### src/rtl/spi_irq_pkg.sv
package spi_irq_pkg;
  localparam int B_TXE  = 2;
  localparam int B_TXUR = 3;
  localparam int B_RXF  = 4;
  localparam int B_RXOV = 5;
  localparam int B_TXHE = 6;
  localparam int B_RXNE = 8;
  localparam int B_GIE  = 31;

  localparam logic [7:0] OFF_GIE  = 8'h1C;
  localparam logic [7:0] OFF_STAT = 8'h20;
  localparam logic [7:0] OFF_EN   = 8'h28;

  localparam logic [31:0] ST_MASK = (32'd1 << B_TXE) | (32'd1 << B_TXUR) | (32'd1 << B_RXF)
                                  | (32'd1 << B_RXOV) | (32'd1 << B_TXHE) | (32'd1 << B_RXNE);

  typedef struct packed {
    logic rx_nempty;
    logic rx_full;
    logic rx_push;
    logic byte_done;
    logic tx_under;
    logic tx_half;
  } evt_t;
endpackage

### src/rtl/spi_irq_evmap.sv
module spi_irq_evmap
  import spi_irq_pkg::*;
#(
  parameter int DATA_W = 32
) (
  input  evt_t              ev_i,
  output logic [DATA_W-1:0] set_o
);
  always_comb begin
    set_o = '0;
    if (ev_i.rx_nempty || ev_i.byte_done) set_o[B_RXNE] = 1'b1;
    if (ev_i.rx_full)                     set_o[B_RXF]  = 1'b1;
    // byte dropped when the FIFO is already full
    if (ev_i.rx_push && ev_i.rx_full)     set_o[B_RXOV] = 1'b1;
    if (ev_i.byte_done)                   set_o[B_TXE]  = 1'b1;
    if (ev_i.tx_under)                    set_o[B_TXUR] = 1'b1;
    if (ev_i.tx_half)                     set_o[B_TXHE] = 1'b1;
  end
endmodule

### src/rtl/spi_irq_status.sv
module spi_irq_status
  import spi_irq_pkg::*;
#(
  parameter int DATA_W = 32
) (
  input  logic              clk_i,
  input  logic              rst_ni,
  input  logic              soft_rst_i,
  input  logic              wr_i,
  input  logic [DATA_W-1:0] wdata_i,
  input  logic [DATA_W-1:0] set_i,
  output logic [DATA_W-1:0] st_q_o,
  output logic [DATA_W-1:0] st_d_o
);
  localparam logic [DATA_W-1:0] MASK = DATA_W'(ST_MASK);

  logic [DATA_W-1:0] st_q, toggled;

  always_comb begin
    toggled = wr_i ? ((st_q ^ wdata_i) & MASK) : st_q;
    st_d_o  = soft_rst_i ? '0 : (toggled | (set_i & MASK));
  end

  always_ff @(posedge clk_i or negedge rst_ni) begin
    if (!rst_ni) st_q <= '0;
    else         st_q <= st_d_o;
  end

  assign st_q_o = st_q;

  assert_soft_clear_R10: assert property (@(posedge clk_i) disable iff (!rst_ni)
    soft_rst_i |=> (st_q == '0));
  assert_level_rxne_R4: assert property (@(posedge clk_i) disable iff (!rst_ni)
    (set_i[B_RXNE] && !soft_rst_i) |=> st_q[B_RXNE]);
  assert_overrun_set_R5: assert property (@(posedge clk_i) disable iff (!rst_ni)
    (set_i[B_RXOV] && !soft_rst_i) |=> st_q[B_RXOV]);
  assert_toggle_R3: assert property (@(posedge clk_i) disable iff (!rst_ni)
    (wr_i && !soft_rst_i && set_i == '0) |=> (st_q == $past((st_q ^ wdata_i) & MASK)));
  assert_unused_zero_R1: assert property (@(posedge clk_i) disable iff (!rst_ni)
    (st_q & ~MASK) == '0);
endmodule

### src/rtl/spi_irq_cfg.sv
module spi_irq_cfg
  import spi_irq_pkg::*;
#(
  parameter int DATA_W = 32
) (
  input  logic              clk_i,
  input  logic              rst_ni,
  input  logic              soft_rst_i,
  input  logic              gie_wr_i,
  input  logic              en_wr_i,
  input  logic [DATA_W-1:0] wdata_i,
  output logic              gie_q_o,
  output logic              gie_d_o,
  output logic [DATA_W-1:0] en_q_o,
  output logic [DATA_W-1:0] en_d_o
);
  localparam logic [DATA_W-1:0] MASK = DATA_W'(ST_MASK);

  logic              gie_q;
  logic [DATA_W-1:0] en_q;

  always_comb begin
    gie_d_o = soft_rst_i ? 1'b0 : (gie_wr_i ? wdata_i[B_GIE] : gie_q);
    en_d_o  = soft_rst_i ? '0   : (en_wr_i  ? (wdata_i & MASK) : en_q);
  end

  always_ff @(posedge clk_i or negedge rst_ni) begin
    if (!rst_ni) begin
      gie_q <= 1'b0;
      en_q  <= '0;
    end else begin
      gie_q <= gie_d_o;
      en_q  <= en_d_o;
    end
  end

  assign gie_q_o = gie_q;
  assign en_q_o  = en_q;

  assert_cfg_clear_R10: assert property (@(posedge clk_i) disable iff (!rst_ni)
    soft_rst_i |=> (!gie_q && en_q == '0));
  assert_cfg_hold_R1: assert property (@(posedge clk_i) disable iff (!rst_ni)
    (!soft_rst_i && !gie_wr_i && !en_wr_i) |=> ($stable(gie_q) && $stable(en_q)));
endmodule

### src/rtl/spi_irq_agg.sv
module spi_irq_agg
  import spi_irq_pkg::*;
#(
  parameter int DATA_W = 32,
  parameter int ADDR_W = 8
) (
  input  logic              clk_i,
  input  logic              rst_ni,
  input  logic              soft_rst_i,
  input  logic              wr_en_i,
  input  logic [ADDR_W-1:0] addr_i,
  input  logic [DATA_W-1:0] wdata_i,
  output logic [DATA_W-1:0] rdata_o,
  input  logic              rx_nempty_i,
  input  logic              rx_full_i,
  input  logic              rx_push_i,
  input  logic              byte_done_i,
  input  logic              tx_under_i,
  input  logic              tx_half_i,
  output logic              irq_o
);
  localparam logic [ADDR_W-1:0] A_GIE  = ADDR_W'(OFF_GIE);
  localparam logic [ADDR_W-1:0] A_STAT = ADDR_W'(OFF_STAT);
  localparam logic [ADDR_W-1:0] A_EN   = ADDR_W'(OFF_EN);

  evt_t              ev;
  logic [DATA_W-1:0] set_vec, st_q, st_d, en_q, en_d;
  logic              gie_q, gie_d, irq_q;
  logic              sel_gie, sel_stat, sel_en;

  assign ev = '{rx_nempty: rx_nempty_i, rx_full: rx_full_i, rx_push: rx_push_i,
                byte_done: byte_done_i, tx_under: tx_under_i, tx_half: tx_half_i};

  assign sel_gie  = (addr_i == A_GIE);
  assign sel_stat = (addr_i == A_STAT);
  assign sel_en   = (addr_i == A_EN);

  spi_irq_evmap #(.DATA_W(DATA_W)) u_evmap (
    .ev_i  (ev),
    .set_o (set_vec)
  );

  spi_irq_status #(.DATA_W(DATA_W)) u_status (
    .clk_i      (clk_i),
    .rst_ni     (rst_ni),
    .soft_rst_i (soft_rst_i),
    .wr_i       (wr_en_i && sel_stat),
    .wdata_i    (wdata_i),
    .set_i      (set_vec),
    .st_q_o     (st_q),
    .st_d_o     (st_d)
  );

  spi_irq_cfg #(.DATA_W(DATA_W)) u_cfg (
    .clk_i      (clk_i),
    .rst_ni     (rst_ni),
    .soft_rst_i (soft_rst_i),
    .gie_wr_i   (wr_en_i && sel_gie),
    .en_wr_i    (wr_en_i && sel_en),
    .wdata_i    (wdata_i),
    .gie_q_o    (gie_q),
    .gie_d_o    (gie_d),
    .en_q_o     (en_q),
    .en_d_o     (en_d)
  );

  // registered from next-state so irq tracks the registers on the same edge
  always_ff @(posedge clk_i or negedge rst_ni) begin
    if (!rst_ni) irq_q <= 1'b0;
    else         irq_q <= gie_d && |(st_d & en_d);
  end

  always_comb begin
    rdata_o = '0;
    if (sel_gie)  rdata_o[B_GIE] = gie_q;
    if (sel_stat) rdata_o = st_q;
    if (sel_en)   rdata_o = en_q;
  end

  assign irq_o = irq_q;

  assert_irq_gated_R8: assert property (@(posedge clk_i) disable iff (!rst_ni)
    irq_o |-> (gie_q && |(st_q & en_q)));
  assert_irq_raise_R8: assert property (@(posedge clk_i) disable iff (!rst_ni)
    (gie_q && |(st_q & en_q)) |-> irq_o);
  assert_irq_soft_R10: assert property (@(posedge clk_i) disable iff (!rst_ni)
    soft_rst_i |=> !irq_o);
  assert_sel_onehot_R1: assert property (@(posedge clk_i) disable iff (!rst_ni)
    $onehot0({sel_gie, sel_stat, sel_en}));
endmodule

### config.mk
export PLATFORM = sky130hd
export DESIGN_NAME = spi_irq_agg
export DESIGN_NICKNAME = d
export VERILOG_FILES = /design/src/rtl/spi_irq_pkg.sv /design/src/rtl/spi_irq_evmap.sv /design/src/rtl/spi_irq_status.sv /design/src/rtl/spi_irq_cfg.sv /design/src/rtl/spi_irq_agg.sv
export SDC_FILE = /design/constraint.sdc
export NUM_CORES = 1
export LEC_CHECK = 0
export BUFFER_PORTS_ARGS = -buffer_cell sky130_fd_sc_hd__buf_2
export CAP_MARGIN = 30
export CELL_PAD_IN_SITES_DETAIL_PLACEMENT = 0
export CELL_PAD_IN_SITES_GLOBAL_PLACEMENT = 1
export CORE_MARGIN = 4
export CORE_UTILIZATION = 43
export CTS_CLUSTER_SIZE = 24
export DETAILED_ROUTE_END_ITERATION = 10
export PLACE_DENSITY = 0.95
export SETUP_SLACK_MARGIN = 0.15
export SYNTH_ARGS = -nofsm -noshare
export SYNTH_HDL_FRONTEND = slang
export SYNTH_SLANG_ARGS = --single-unit
### constraint.sdc
create_clock -name clk_i -period 3.1 [get_ports clk_i]
set_clock_uncertainty 0.05 [all_clocks]
set_input_delay 0 -clock clk_i [delete_from_list [all_inputs] [get_ports clk_i]]
set_output_delay 0 -clock clk_i [all_outputs]
set_load 0.03 [all_outputs]
Yosys cells after proc, flatten, opt, wreduce, memory -nomap -nowiden
Index checks and enable logic that the tools add are counted. Widths: inputs -> output; s select.

Eq/ne operators: 3. Muxes and demuxes: 15. Bitwise gates (word level): 3. Reductions and logical operators: 7.

Operators by type and width (number): $mux 32 (6); $and 32x32->32 (1); $or 32x9->32 (1); $reduce_or 32->1 (1); $eq 8x6->1 const B (2); $mux 1 (9); $xor 9x9->9 (1); $eq 8x5->1 const B (1); $logic_and 1x1->1 (5); $logic_or 1x1->1 (1).

Register bits after elaboration: 66. Input bits: 50. Output and inout port bits: 33. Word-level logic and storage cells: 32.

Logic depth before layout (Yosys ltp)
Word-level depth: 8. Gate-level depth with buffers: 7. Gate-level depth less buffers: 6.

Hierarchy
From an unflattened synthesis, not the netlist that was laid out.

Cells, all modules: 266. Area, all modules: 3228.1 um2.

Modules (own cells, without submodules): spi_irq_status (instances 1, cells each 80, area an instance 1186.1 um2, seq. area each 800.8 um2); spi_irq_cfg (instances 1, cells each 78, area an instance 1146.1 um2, seq. area each 825.8 um2); spi_irq_agg (instances 1, cells each 75, area an instance 654.4 um2, seq. area each 25.0 um2); spi_irq_evmap (instances 1, cells each 33, area an instance 241.5 um2, seq. area each 0.0 um2).

Least setup slack after synthesis
No wires, ideal clock.

Path kind: flip-flop to flip-flop. From: register u_status.st_q[29], in the netlist u_status.st_q_o[29]. To: register irq_q, in the netlist irq_o. Library setup time: 0.129 ns. Data arrival time: 1.632 ns. Required time: 2.921 ns. Path slack: 1.288 ns. Stages on the path, launching flop included: 7. Buffers on the path: 0. Period minus slack after synthesis: 1.812 ns. Cells stage by stage: dfrtp_1 -> a22o_1 -> a221oi_1 -> nand4_1 -> o21a_1 -> a2111o_1 -> o41a_1.

Longest elaborated chain between the ends: 6.

Ends and longest elaborated chain: from (decl) (line spi_irq_status.sv:17) `logic [DATA_W-1:0] st_q, toggled;`; from (signal assigned) (line spi_irq_status.sv:26) `else st_q <= st_d_o;`; $mux 32 (line spi_irq_status.sv:20) `toggled = wr_i ? ((st_q ^ wdata_i) & MASK) : st_q;`; $or 32x9->32 (line spi_irq_status.sv:21) `st_d_o = soft_rst_i ? '0 : (toggled | (set_i & MASK));`; $mux 32 (line spi_irq_status.sv:21); $and 32x32->32 (line spi_irq_agg.sv:70) `else irq_q <= gie_d && |(st_d & en_d);`; $reduce_or 32->1 (line spi_irq_agg.sv:70); $logic_and 1x1->1 (line spi_irq_agg.sv:70); to (signal assigned) (line spi_irq_agg.sv:70); to (decl) (line spi_irq_agg.sv:28) `logic gie_q, gie_d, irq_q;`.

Every way passes these cells.

Final worst setup path
From: register u_status.st_q[25], in the netlist u_status.st_q_o[25]. To: register irq_q, in the netlist irq_o.

The elaborated chain is that of the path after synthesis.

==> flow_summary.toml <==
[status]
run_status = "complete, no violations"

[clock_network]
cts.path.max_buffers = 2
htree_levels = 3
postCtsSetupRepairBufs = 0
ctsRootBufferMaster = "clkbuf_8"
cts_sinks = 66
cts_tree = "built"
clk_pin_slew_ns = 0.07
insertion_delay_ns = 0.33
ctsResizeCount = 0
cts_made_buffers = 9

[sta]
setup_ws_ns = 1.00
setup_viol = 0
finalSetupTns_ns = 0
finalHoldViolations = 0
rsz0062_at_grt = "no"
worst_hold_slack_ns = 0.0153
max_slew_margin_pct = 39.6
period_needed_ns = 2.10
fmax_mhz = 477
slew_viol_final = 0
max_slew.worst_pin.slew_ns = 0.905
fin_crit_sh_pct = 67.7

[worst_setup_path]
cp.required_ns = 3.25
r2r_end = "irq_o"
critPathMaxFanout = 3
ff2ff_path_depth = 6
path_class = "reg -> reg"
critPathLaunchType = "flop"
crit_start = "u_status.st_q_o[25]"
r2r_slack_ns = 1.00
end_kind = "flop"
reg2reg_from = "u_status.st_q_o[25]"
arrival_ns = 2.25

[logic_synthesis]
async_reset_ff_share_pct = 100
synthXorXnorAreaFrac_pct = 1.15
synth-seq-area-share_pct = 54.3
syn_inst = 278
synth_compound_area_share_pct = 6.83
ys_warn_count = 0
synth_cell_type_count = 31
avgSynthCellArea_um2 = 10.9
yosys.area.top_type = "dfrtp_1"
yosys.area.top_type_share_pct = 54.3
syn_nets = 328
syn_area_um2 = 3040
synth_seq_cells = 66
yosys.area_share.simple_pct = 23.4
synth_fa_ha_area_share_pct = 0
yosys-top-cells-area = "dfrtp_1 54%, mux2i_1 13%, and2_1 11%"
synth_edf_count = 0
synthMuxAreaShare_pct = 12.5
ys.flop_type = "dfrtp_1"
synth_top_family_by_area = "simple AND/OR/NAND/NOR gates"

[die]
die-height_um = 92.1
die_x_um = 92.1
initial_core_util_pct = 44.5
rows = 30
ioPinCount = 83
die_area_um2 = 8480
core-area_um2 = 6830

[drt]
drt_iter0_markers = 98
drc_errors = 0
drt_wl_total_mm = 6.78
first_pass_iters = 4
wl_per_cell_um = 15.0
viasPerCell = 5.01
final_antenna_net_count = 0
num_vias = 2264

[layout]
final_cells = 452
syn2layout_area_growth_pct = 24.7
final_util_pct = 55.5
drive_gt1_share_pct = 23.0
nNetsFinal = 401
insertedDiodeCount = 0
fill_cells = 600

[global_route]
overflow = 0
grt_pass1_vias = 2257
grt_max_degree = 44
antenna_found_initial = 0
grt_pass1_wl_mm = 11.3
gr-usage-all-layers_pct = 17.0

[hold_path]
holdPathStages = 3
min_from = "wr_en_i"
hp-class = "in -> reg"
worstHoldEndpoint = "u_cfg.gie_q_o"

[placement]
routabilityCongestion = 0.834
place_hpwl_mm = 4.54
pre_cts_slack_ns = 0.779
dp.cells = 422
io_buffers = 57

[power_and_ir_drop]
p_int_uw = 1380
p_per_area_nw_per_um2 = 468
power_frac_comb_pct = 6.4
power.sequential.fraction_pct = 49.1
switching_share_pct = 21.9
clock_power_share_pct = 44.5
p_leak_uw = 0.00191
ir_drop_mv = 0.249
p_sw_uw = 387

[job]
maxCapViolCount = 0
-- flip-flops by register name, indices dropped and copies added, names as in the netlist --
| signal | count |
|---|---|
| u_status.st_q_o | 32 |
| irq_o | 1 |
| u_cfg.en_q_o | 32 |
| u_cfg.gie_q_o | 1 |
-- how the worst max path moves through the flow --
stage / endpoint / slack (ns) / cells past startpoint
6_report: irq_o / 1.00 / 6
5_1_grt: irq_o / 0.92 / 6
4_1_cts: irq_o / 1.0 / 6
3_5_place_dp: irq_o / 0.78 / 7
3_3_place_gp: irq_o / 0.81 / 7
2_1_floorplan: irq_o / 1.29 / 6
-- critical path, stage by stage, from the launching register on --
cell      delay (ns)
dfrtp_1         0.40
a22o_1          0.24
a221oi_1        0.31
nand4_1         0.14
o21a_1          0.19
a2111o_1        0.30
o41a_1          0.33
-- metal layers --
layer | share of wire (%) | vias to the layer above | global-route usage [%]
met5 | 0 | - | 0
met4 | 1.3 | 0 | 7.43
met3 | 2.9 | 6 | 2.71
met2 | 50 | 32 | 27.6
met1 | 46 | 1120 | 22.4
li1 | - | 1106 | -
-- stage by stage --
stage / cell area (um2) / total power [uW]
4_1_cts: 3790 / 1780
2_1_floorplan: 3040 / 937
5_1_grt: 3790 / 1830
3_3_place_gp: 3430 / 985
3_5_place_dp: 3430 / 987
6_report: 3790 / 1770
-- kinds of logic after synthesis --
group           after synthesis
simple gates                129
flops                        66
mux                          38
compound gates               27
buf+inv                      14
xor+xnor                      4
-- cell type report --
class                      count  area, um2  area share (%)
sequential                    66       1650            43.6
multi-input combinational    198       1340            35.2
timing repair buffer          76        463            12.2
clock buffer                  11        141            3.73
tap                           96        120            3.17
clock inverter                 5       77.6            2.05
-- Yosys cell counts (3+ instances only) --
master / instances
nand4_1: 5
a221oi_1: 5
nor3_1: 4
mux2i_1: 38
a22o_1: 5
nand2_1: 5
and2_1: 52
o31ai_1: 4
a21oi_1: 5
clkbuf_1: 14
dfrtp_1: 66
nor2_1: 48
a22oi_1: 3
-- timing repair --
item	4_1_cts	5_1_grt
endpoints found under the setup margin	0	0
hold buffers	14	0
hold endpoints to repair	55	0
-- layout by cell type, fill, tap and decap left out, types with 2 or more instances in the layout --
| cell type | Yosys | layout |
|---|---|---|
| buf_4 | 0 | 5 |
| and2_1 | 52 | 52 |
| a221oi_1 | 5 | 5 |
| nor2_1 | 48 | 48 |
| a22oi_1 | 3 | 3 |
| nand2b_1 | 2 | 2 |
| a22o_1 | 5 | 5 |
| dfrtp_1 | 66 | 66 |
| nand3b_1 | 2 | 2 |
| o31ai_1 | 4 | 4 |
| nand4_1 | 5 | 5 |
| bufinv_16 | 0 | 2 |
| nand3_1 | 2 | 2 |
| a21oi_1 | 5 | 5 |
| clkinv_2 | 0 | 2 |
| xnor2_1 | 2 | 2 |
| xor2_1 | 2 | 2 |
| dlygate4sd3_1 | 0 | 14 |
| nor3_1 | 4 | 4 |
| nor2b_1 | 2 | 2 |
| mux2i_1 | 38 | 38 |
| nand2_1 | 5 | 5 |
| clkbuf_8 | 0 | 10 |
| buf_2 | 0 | 57 |
-- power by group through the flow --
stage / Sequential (uW) / Combinational, uW / Clock [uW]
floorplan: 886 / 50.8 / 0
global placement: 886 / 98.8 / 0
detailed placement: 886 / 101 / 0
CTS: 870 / 114 / 799
global route: 870 / 125 / 839
finish: 870 / 113 / 788
No activity file was read; power rests on OpenSTA's default activity.
